[config.mk]
export PLATFORM = sky130hd
export DESIGN_NAME = misc_alias_reg
export DESIGN_NICKNAME = d
export VERILOG_FILES = /design/src/rtl/misc_alias_pkg.sv /design/src/rtl/misc_alias_ctrl.sv /design/src/rtl/misc_alias_dp.sv /design/src/rtl/misc_alias_reg.sv
export SDC_FILE = /design/constraint.sdc
export NUM_CORES = 1
export LEC_CHECK = 0
export BUFFER_PORTS_ARGS = -buffer_cell sky130_fd_sc_hd__buf_2
export CAP_MARGIN = 10
export CORE_MARGIN = 3
export CORE_UTILIZATION = 36
export DETAILED_ROUTE_END_ITERATION = 6
export GPL_ROUTABILITY_DRIVEN = 0
export MAX_ROUTING_LAYER = met4
export PLACE_DENSITY = 0.77
export RECOVER_POWER = 50
export SYNTH_ARGS = -nofsm -noshare
export SYNTH_HDL_FRONTEND = slang
export SYNTH_SLANG_ARGS = --single-unit
export TNS_END_PERCENT = 20
[constraint.sdc]
create_clock -name clk -period 1.9 [get_ports clk]
set_input_delay 0.285 -clock clk [delete_from_list [all_inputs] [get_ports clk]]
set_output_delay 0.285 -clock clk [all_outputs]
set_load 0.02 [all_outputs]
[src/rtl/misc_alias_pkg.sv]
package misc_alias_pkg;

  // Strobes from the decoder to the datapath, valid in the cycle of the access.
  typedef struct packed {
    logic wrDirect;
    logic wrAnd;
    logic wrOr;
    logic wrClr;
    logic rdDirect;
    logic rdAny;
    logic unmapped;
  } ctrl_t;

  // First word offset of the three-word window for each variant.
  function automatic int unsigned windowBase(input bit clrAlias);
    return clrAlias ? 32'h6080 : 32'h4020;
  endfunction

endpackage

[src/rtl/misc_alias_ctrl.sv]
module misc_alias_ctrl
  import misc_alias_pkg::*;
#(
  parameter int ADDR_W    = 20,
  parameter bit CLR_ALIAS = 1'b0
) (
  input  logic              busValid,
  input  logic              busWrite,
  input  logic [ADDR_W-1:0] busAddr,
  output ctrl_t             strb
);
  localparam int          WORD_W = ADDR_W - 3;
  localparam int unsigned BASE   = windowBase(CLR_ALIAS);
  localparam logic [WORD_W-1:0] OFF_DIRECT = WORD_W'(BASE);
  localparam logic [WORD_W-1:0] OFF_ALT    = WORD_W'(BASE + 1);
  localparam logic [WORD_W-1:0] OFF_OR     = WORD_W'(BASE + 2);

  logic [WORD_W-1:0] word;
  logic              aligned;
  logic              hitDirect, hitAlt, hitOr, hitAny;
  logic              doWrite, doRead;

  assign word      = busAddr[ADDR_W-1:3];
  assign aligned   = (busAddr[2:0] == 3'b000);
  assign hitDirect = aligned && (word == OFF_DIRECT);
  assign hitAlt    = aligned && (word == OFF_ALT);
  assign hitOr     = aligned && (word == OFF_OR);
  assign hitAny    = hitDirect || hitAlt || hitOr;
  assign doWrite   = busValid && busWrite;
  assign doRead    = busValid && !busWrite;

  always_comb begin
    strb.wrDirect = doWrite && hitDirect;
    strb.wrOr     = doWrite && hitOr;
    strb.rdDirect = doRead && hitDirect;
    strb.rdAny    = doRead;
    strb.unmapped = busValid && !hitAny;
  end

  // The middle word is either an AND merge or an unconditional clear.
  generate
    if (CLR_ALIAS) begin : g_clr
      always_comb begin
        strb.wrClr = doWrite && hitAlt;
        strb.wrAnd = 1'b0;
      end
    end else begin : g_and
      always_comb begin
        strb.wrAnd = doWrite && hitAlt;
        strb.wrClr = 1'b0;
      end
    end
  endgenerate

endmodule

[src/rtl/misc_alias_dp.sv]
module misc_alias_dp
  import misc_alias_pkg::*;
#(
  parameter int DATA_W = 64,
  parameter int KEEP_W = 16
) (
  input  logic              clk,
  input  logic              rst_n,
  input  ctrl_t             strb,
  input  logic [DATA_W-1:0] busWdata,
  output logic [DATA_W-1:0] busRdata,
  output logic              busRvalid,
  output logic              busErr,
  output logic              irqOut
);
  localparam int LOW_W = DATA_W - KEEP_W;

  logic [KEEP_W-1:0] keepQ, keepD;
  logic [KEEP_W-1:0] wHigh;
  logic [DATA_W-1:0] rdataQ;
  logic              rvalidQ, errQ;
  logic              unusedLow;

  assign wHigh     = busWdata[DATA_W-1:LOW_W];
  assign unusedLow = ^busWdata[LOW_W-1:0];

  always_comb begin
    keepD = keepQ;
    if (strb.wrDirect) keepD = wHigh;
    if (strb.wrAnd)    keepD = keepQ & wHigh;
    if (strb.wrOr)     keepD = keepQ | wHigh;
    if (strb.wrClr)    keepD = '0;
  end

  always_ff @(posedge clk) begin
    if (!rst_n) begin
      keepQ   <= '0;
      rdataQ  <= '0;
      rvalidQ <= 1'b0;
      errQ    <= 1'b0;
    end else begin
      keepQ   <= keepD;
      rdataQ  <= strb.rdDirect ? {keepQ, {LOW_W{1'b0}}} : '0;
      rvalidQ <= strb.rdAny;
      errQ    <= strb.unmapped;
    end
  end

  assign busRdata  = rdataQ;
  assign busRvalid = rvalidQ;
  assign busErr    = errQ;
  assign irqOut    = keepQ[KEEP_W-1];

endmodule

[src/rtl/misc_alias_reg.sv]
module misc_alias_reg
  import misc_alias_pkg::*;
#(
  parameter int ADDR_W    = 20,
  parameter int DATA_W    = 64,
  parameter int KEEP_W    = 16,
  parameter bit CLR_ALIAS = 1'b0
) (
  input  logic              clk,
  input  logic              rst_n,
  input  logic              busValid,
  input  logic              busWrite,
  input  logic [ADDR_W-1:0] busAddr,
  input  logic [DATA_W-1:0] busWdata,
  output logic [DATA_W-1:0] busRdata,
  output logic              busRvalid,
  output logic              busErr,
  output logic              irqOut
);
  ctrl_t strb;

  misc_alias_ctrl #(
    .ADDR_W   (ADDR_W),
    .CLR_ALIAS(CLR_ALIAS)
  ) u_ctrl (
    .busValid(busValid),
    .busWrite(busWrite),
    .busAddr (busAddr),
    .strb    (strb)
  );

  misc_alias_dp #(
    .DATA_W(DATA_W),
    .KEEP_W(KEEP_W)
  ) u_dp (
    .clk      (clk),
    .rst_n    (rst_n),
    .strb     (strb),
    .busWdata (busWdata),
    .busRdata (busRdata),
    .busRvalid(busRvalid),
    .busErr   (busErr),
    .irqOut   (irqOut)
  );

endmodule

### After elaboration in Yosys (flattened, before gate mapping)

Index checks and enable logic that the tools add are counted.
W data, S select, Z words.

* eq/ne operators: 3
* multiplexer cells: 3
* bitwise logic cells: 2
* reductions and logical operators: 17

Operators with widths (number)
* $eq A17 B15 Y1 const B: 3
* $mux W16: 3
* $and A16 B16 Y16: 1
* $or A16 B16 Y16: 1
* $logic_and A1 B1 Y1: 10
* $logic_not A3 Y1: 1
* $reduce_bool A3 Y1: 1
* $logic_not A1 Y1: 2
* $logic_or A1 B1 Y1: 2
* $reduce_and A2 Y1: 1

* flip-flop bits (word level): 82
* bits of input ports: 88
* output and inout bits: 67
* logic and storage cells: 30

### Logic depth before layout (Yosys ltp)

Gate-level depths: netlist of run 1.

* word-level depth: 6
* mapped depth: 6
* depth with buffers taken out: 4

### Hierarchy

A second synthesis of run 1 with hierarchy kept.

* cell total of the unflattened synthesis: 195
* area, all modules: 1846.8 µm²

Modules (own cells, without submodules)
* misc_alias_dp: times used 1, cells an instance 174, area an instance 1675.4 µm², seq. area each 680.7 µm²
* misc_alias_ctrl: times used 1, cells an instance 21, area an instance 171.4 µm², seq. area each 0.0 µm²

### Worst setup path after synthesis of run 1

No wires, ideal clock.

* path type: input-to-reg
* start: input busAddr[14]
* end: register u_dp.keepQ[0]
* setup time: 0.117 ns
* arrival: 1.464 ns
* required time: 1.783 ns
* slack: 0.319 ns
* cell stages on the path: 5
* path buffers: 1
* path through: or4_4 -> nor2_8 -> nand3_2 -> buf_2 -> a2bb2oi_1

* longest elaborated chain between the ends: 5
* elaborated cells on any way between the ends: 12
* those cells by class: eq/ne: 3; mux: 2; reduce/logical: 7

RTL lines
* start: declaration: line misc_alias_reg.sv:13 `input logic [ADDR_W-1:0] busAddr,`
* $eq A17 B15 Y1: line misc_alias_ctrl.sv:26 `assign hitAlt = aligned && (word == OFF_ALT);`
* $logic_and A1 B1 Y1: line misc_alias_ctrl.sv:26
* $logic_and A1 B1 Y1: line misc_alias_ctrl.sv:49 `strb.wrAnd = doWrite && hitAlt;`
* $mux W16: line misc_alias_dp.sv:30 `if (strb.wrAnd) keepD = keepQ & wHigh;`
* $mux W16: line misc_alias_dp.sv:31 `if (strb.wrOr) keepD = keepQ | wHigh;`
* end signal: assignment: line misc_alias_dp.sv:42 `keepQ <= keepD;`
* end: declaration: line misc_alias_dp.sv:18 `logic [KEEP_W-1:0] keepQ, keepD;`

Several ways; a longest one is shown, not always the timed one.
A chain may end at the register's enable or synchronous reset.

### Final worst setup path of run 1

Same ends and word-level chain as after synthesis.

==> impl_metrics.yaml, run 1 <==
floorplanning:
  fp.dieW_um: 73.09
  die-area_um2: 5342
  ios: 155
  start_util_pct: 38.83
  die_h_um: 73.09
  rows: 23
  core_area_um2: 4173
finish:
  design_area_um2: 1864
  drive_gt1_share_pct: 23.81
  area_delta_synth_final_pct: 15.06
  n_antenna_cell: 0
  num-nets-final: 319
synth:
  synth_area_um2: 1620
  synthMuxAreaShare_pct: 0
  synthSimpleGateAreaFrac_pct: 23.09
  synth_area_leader_cell: "dfxtp_1"
  synthTopCellsByArea: "dfxtp_1 (42%), buf_4 (22%), a2bb2oi_1 (8.1%)"
  ys_types: 22
  synthAdderAreaFrac_pct: 0
  avgSynthCellArea_um2: 9.531
  synthCells: 170
  synth_top_family_by_area: "buffers and inverters"
  seq_area_frac_synth_pct: 42.01
  synth_seq_cells: 34
  ys_warn_count: 0
  synth_top_area_share_pct: 42.01
  synth-xor-area-share_pct: 0
  synth-compound-area-share_pct: 9.730
setup_path:
  crit_fanout: 15
  startpoint_type: "input pin"
  path_cells: "buf_2 > or4_1 > nor2_8 > nand3_2 > buf_4 > a2bb2oi_1"
  critPathRequiredTime_ps: 2070
  slowest_delay_ps: 610
  arrival_ps: 1670
  crit_path_end_kind: "register"
  worstSetupPathType: "in2reg"
  crit_slowest_cell: "or4_1"
sta:
  finalSetupViolCount: 0
  hold_violations: 0
  rsz0062_at_grt: "no"
  max_freq_mhz: 666.1
  post-route-period-util_pct: 79.02
  maxSlewViolCount: 0
  fin_tns_setup_ps: 0
  period_minus_slack_ps: 1501
  finalClockSkew_ps: 8.476
clock_tree:
  numCtsBuffers: 5
  cts-root-buf: "clkbuf_8"
  cts.clk_slew.worst_paths_ps: 70
  cts.sinks: 34
  hold_buffers: 0
  cts_resized: 0
  h-tree-depth: 2
  cts_tree: "done"
  post_cts_buffers: 0
  clk_path_buf_depth: 2
  insertion_delay_ps: 280
global_routing:
  grt_pass1_vias: 1055
  overflow: 0
  grt_max_degree: 19
  grt_antenna_before_repair: 0
  track_usage_pct: 10.99
  grt_pass1_wl_um: 4450
drt:
  routed_wl_um: 3008
  antenna_left: 0
  num_vias: 1209
  drc_errors: 0
  vias_per_cell: 4.302
  dr.pass1.iters: 4
  first_iter_violations: 35
  wl_per_cell_um: 10.70
power_and_ir_drop:
  ir_drop_mv: 0.3358
  power.leakage_uw: 0.0008700
  power_density_nw_per_um2: 821.5
  p_total_uw: 1531
run:
  drv_cap: 0
outcome:
  status: "finished, final reports clean"
hold_path:
  hold_class: "in2reg"
placed_design:
  io_buffers: 58
  placed_area_um2: 1783
  hpwl_um: 2390
## cell usage after synthesis
cell type / instances
a2bb2oi_1: 15
a31oi_1: 1
a32o_1: 2
and2_1: 16
and4_4: 1
and4b_1: 1
buf_1: 1
buf_2: 5
buf_4: 48
buf_6: 1
clkbuf_1: 1
conb_1: 1
dfxtp_1: 34
nand2_1: 18
nand3_2: 1
nand4_1: 15
nor2_1: 3
nor2_8: 1
nor3b_2: 1
nor4_1: 1
nor4b_1: 1
or4_4: 2
## placed cells by master, fill, tap and decap left out
cell / instances
a32o_1: 2
clkbuf_8: 6
nor3b_2: 1
and2_1: 16
or4_4: 1
nand3_2: 1
nand2_1: 18
conb_1: 48
buf_2: 39
and4b_1: 1
dfxtp_1: 34
nor2_8: 1
a2bb2oi_1: 15
nor4b_1: 1
or4_1: 1
and4_4: 1
buf_4: 4
a31oi_1: 1
clkbuf_1: 20
nor2_1: 3
nor4_1: 1
bufinv_16: 1
nand4_1: 15
## path summary, 6_finish.rpt
| kind | start | endpoint | slack, ps | depth (start not counted) |
|---|---|---|---|---|
| hold / removal | busWrite | u_dp.busRvalid | 210 | 2 |
| setup / recovery | busAddr[14] | u_dp.keepQ[0] | 400 | 6 |
| setup reg to reg | u_dp.keepQ[15] | u_dp.keepQ[15] | 1050 | 2 |
| hold reg to reg | u_dp.keepQ[4] | u_dp.keepQ[4] | 450 | 2 |
## worst max-delay path, delay by kind of cell
| family | cells | cell delay, ps |
|---|---|---|
| simple gates | 3 | 940 |
| buf+inv | 2 | 290 |
| compound gates | 1 | 140 |
## where the power goes
part	leakage, uW	internal, uW	switching (uW)	total [uW]
Clock	0.0000573	419	236	655
Sequential	0.000274	715	0.699	715
Combinational	0.000539	42.0	119	161
Total	0.000870	1180	356	1530
## per-stage QoR
stage               std cells  setup WS (ps)  hold slack (ps)  utilization, %
floorplan                 217          319.2            369.2               -
global placement          274          172.6            433.2           42.73
detailed placement        274          168.4            440.1           42.73
CTS                       281          463.6            206.0           45.43
global route              281          249.3            219.6           44.68
finish                    281          398.7            210.8           44.68
## per-layer routing
metal / GRT usage, % / up-vias / share of wire (%)
met5: - / - / 0
met1: 11.34 / 528 / 36
met2: 19.56 / 67 / 50
met4: 5.533 / 0 / 1.7
met3: 2.204 / 5 / 12
li1: - / 609 / -
## registers in the layout, indices dropped and copies added, names as in the netlist
signal,flops
u_dp.busErr,1
u_dp.keepQ,16
u_dp.busRdata,16
u_dp.busRvalid,1
## cell type report
cell class	count	area (um2)
Fill cell	419	2308
Multi-Input combinational cell	127	708.2
Sequential cell	34	680.7
Timing Repair Buffer	63	300.3
Clock buffer	6	82.58
Tap cell	50	62.56
Clock inverter	1	30.03
## kinds of logic (layout without fill, tap and decap cells)
group / Yosys count / in the layout
buffers and inverters: 56 / 70
AOI/OAI and AO/OA: 18 / 18
DFF: 34 / 34
other: 1 / 48
and+or+nand+nor: 61 / 61
Note: power is estimated with default switching activity, not from simulation.
==> run 2: changes to the inputs <==
Settings changed: CORE_UTILIZATION 36 to 33, PLACE_DENSITY 0.77 to 0.75.
Clock period 1.9 ns to 1.3 ns, I/O delays scaled along.
==> impl_metrics.yaml, run 2 (synthesized netlist as in run 1, its figures left out) <==
clock_tree:
  numCtsBuffers: 5
  cts.sinks: 34
  hold_buffers: 0
  cts.clk_slew.worst_paths_ps: 60
  insertion_delay_ps: 280
  cts_tree: "done"
  post_cts_buffers: 0
  clk_path_buf_depth: 2
  h-tree-depth: 2
  cts-root-buf: "clkbuf_8"
sta:
  fin_tns_setup_ps: 0
  hold_violations: 0
  period_minus_slack_ps: 1252
  finalSetupViolCount: 0
  fin_ws_ps: 48.19
  post-route-period-util_pct: 96.29
  rsz0062_at_grt: "no"
  max_freq_mhz: 798.8
  finalClockSkew_ps: 2.157
  maxSlewViolCount: 0
run:
  drv_cap: 0
finish:
  num-nets-final: 324
  stdcell_count: 302
  fillers: 470
  mostFrequentLayoutCell: "conb_1"
  drive_gt1_share_pct: 26.16
  area_delta_synth_final_pct: 18.38
  final_cell_mix: "conb_1 (48), buf_2 (38), dfxtp_1 (34)"
  n_antenna_cell: 0
setup_path:
  slowest_delay_ps: 560
  crit_slowest_cell: "or4_4"
  critPathRequiredTime_ps: 1530
  crit_fanout: 16
  worstSetupPathType: "in2reg"
  startpoint_type: "input pin"
  cpLargestDelayFamily: "simple AND/OR/NAND/NOR gates"
  crit_path_end_kind: "register"
  arrival_ps: 1480
  path_cells: "buf_2 > or4_4 > nor2_8 > and4_4 > and2_1"
  path_buf_inv: 1
drt:
  routed_wl_um: 3136
  dr.pass1.iters: 3
  vias_per_cell: 4.017
  antenna_left: 0
  first_iter_violations: 36
  wl_per_cell_um: 10.38
  num_vias: 1213
  drc_errors: 0
global_routing:
  grt_pass1_vias: 1076
  overflow: 0
  grt_pass1_wl_um: 4712
  track_usage_pct: 10.47
  grt_max_degree: 18
  grt_antenna_before_repair: 0
placed_design:
  pre_cts_slack_ps: -252.3
  dp_cells: 294
  hpwl_um: 2527
  io_buffers: 58
floorplanning:
  die-area_um2: 5787
  ios: 155
  die_h_um: 76.07
  start_util_pct: 35.73
  fp.dieW_um: 76.07
  rows: 24
  core_area_um2: 4534
power_and_ir_drop:
  power_density_nw_per_um2: 1075
  ir_drop_mv: 0.4187
  power.leakage_uw: 0.0008917
outcome:
  status: "finished, final reports clean"
hold_path:
  hold_class: "in2reg"
==> run 2: cell count changes in the layout (fill, tap and decap cells not counted) <==
cell,change
or4_1,-1
nand3_4,+1
buf_4,+5
or4_4,+1
buf_6,+1
bufinv_16,-1
clkbuf_1,+1
clkinv_2,+1
buf_2,-1
and4b_2,+1
and4b_1,-1
nand3_2,-1
==> run 2: per-stage QoR <==
stage	total power, uW	cell area, um2	hold WS (ps)	utilization [%]
floorplan	1340	1810	279.2	-
global placement	1307	1859	412.3	41.00
detailed placement	1309	1859	426.1	41.00
CTS	2075	1951	123.1	43.02
global route	2136	1918	130.7	42.30
finish	2062	1918	133.5	42.30
==> run 2: power by group <==
group | switching [uW] | total [uW] | leakage, uW | internal, uW
Clock | 346 | 773 | 0.0000482 | 426
Combinational | 178 | 243 | 0.000569 | 66.0
Sequential | 1.35 | 1050 | 0.000274 | 1040
Total | 525 | 2060 | 0.000892 | 1540
==> run 2: cell type report <==
cell class / count / area, um2 / share of cell area [%]
clock buffer: 7 / 86.33 / 4.501
clock inverter: 1 / 5.005 / 0.2609
sequential: 34 / 680.7 / 35.49
multi-input combinational: 127 / 720.7 / 37.57
tap: 65 / 81.33 / 4.240
timing repair buffer: 68 / 344.1 / 17.94
==> run 2: metal layers <==
metal | share of wire, % | GRT usage, %
met5 | 0 | -
met4 | 1.6 | 4.348
met3 | 11 | 4.137
met2 | 51 | 18.71
met1 | 37 | 10.07
==> run 2: worst paths after layout <==
| kind | to | cells past startpoint | start | slack (ps) |
|---|---|---|---|---|
| max reg2reg | u_dp.keepQ[15] | 2 | u_dp.keepQ[15] | 440 |
| min | u_dp.busRvalid | 2 | busWrite | 130 |
| min reg2reg | u_dp.keepQ[4] | 2 | u_dp.keepQ[4] | 450 |
| max | u_dp.busRdata[50] | 5 | busAddr[10] | 50 |
==> run 2: what timing repair did <==
item | CTS | global route
resized for setup | 0 | 1
endpoints found under the setup margin | 0 | 1
endpoints found under the hold margin | 0 | 0
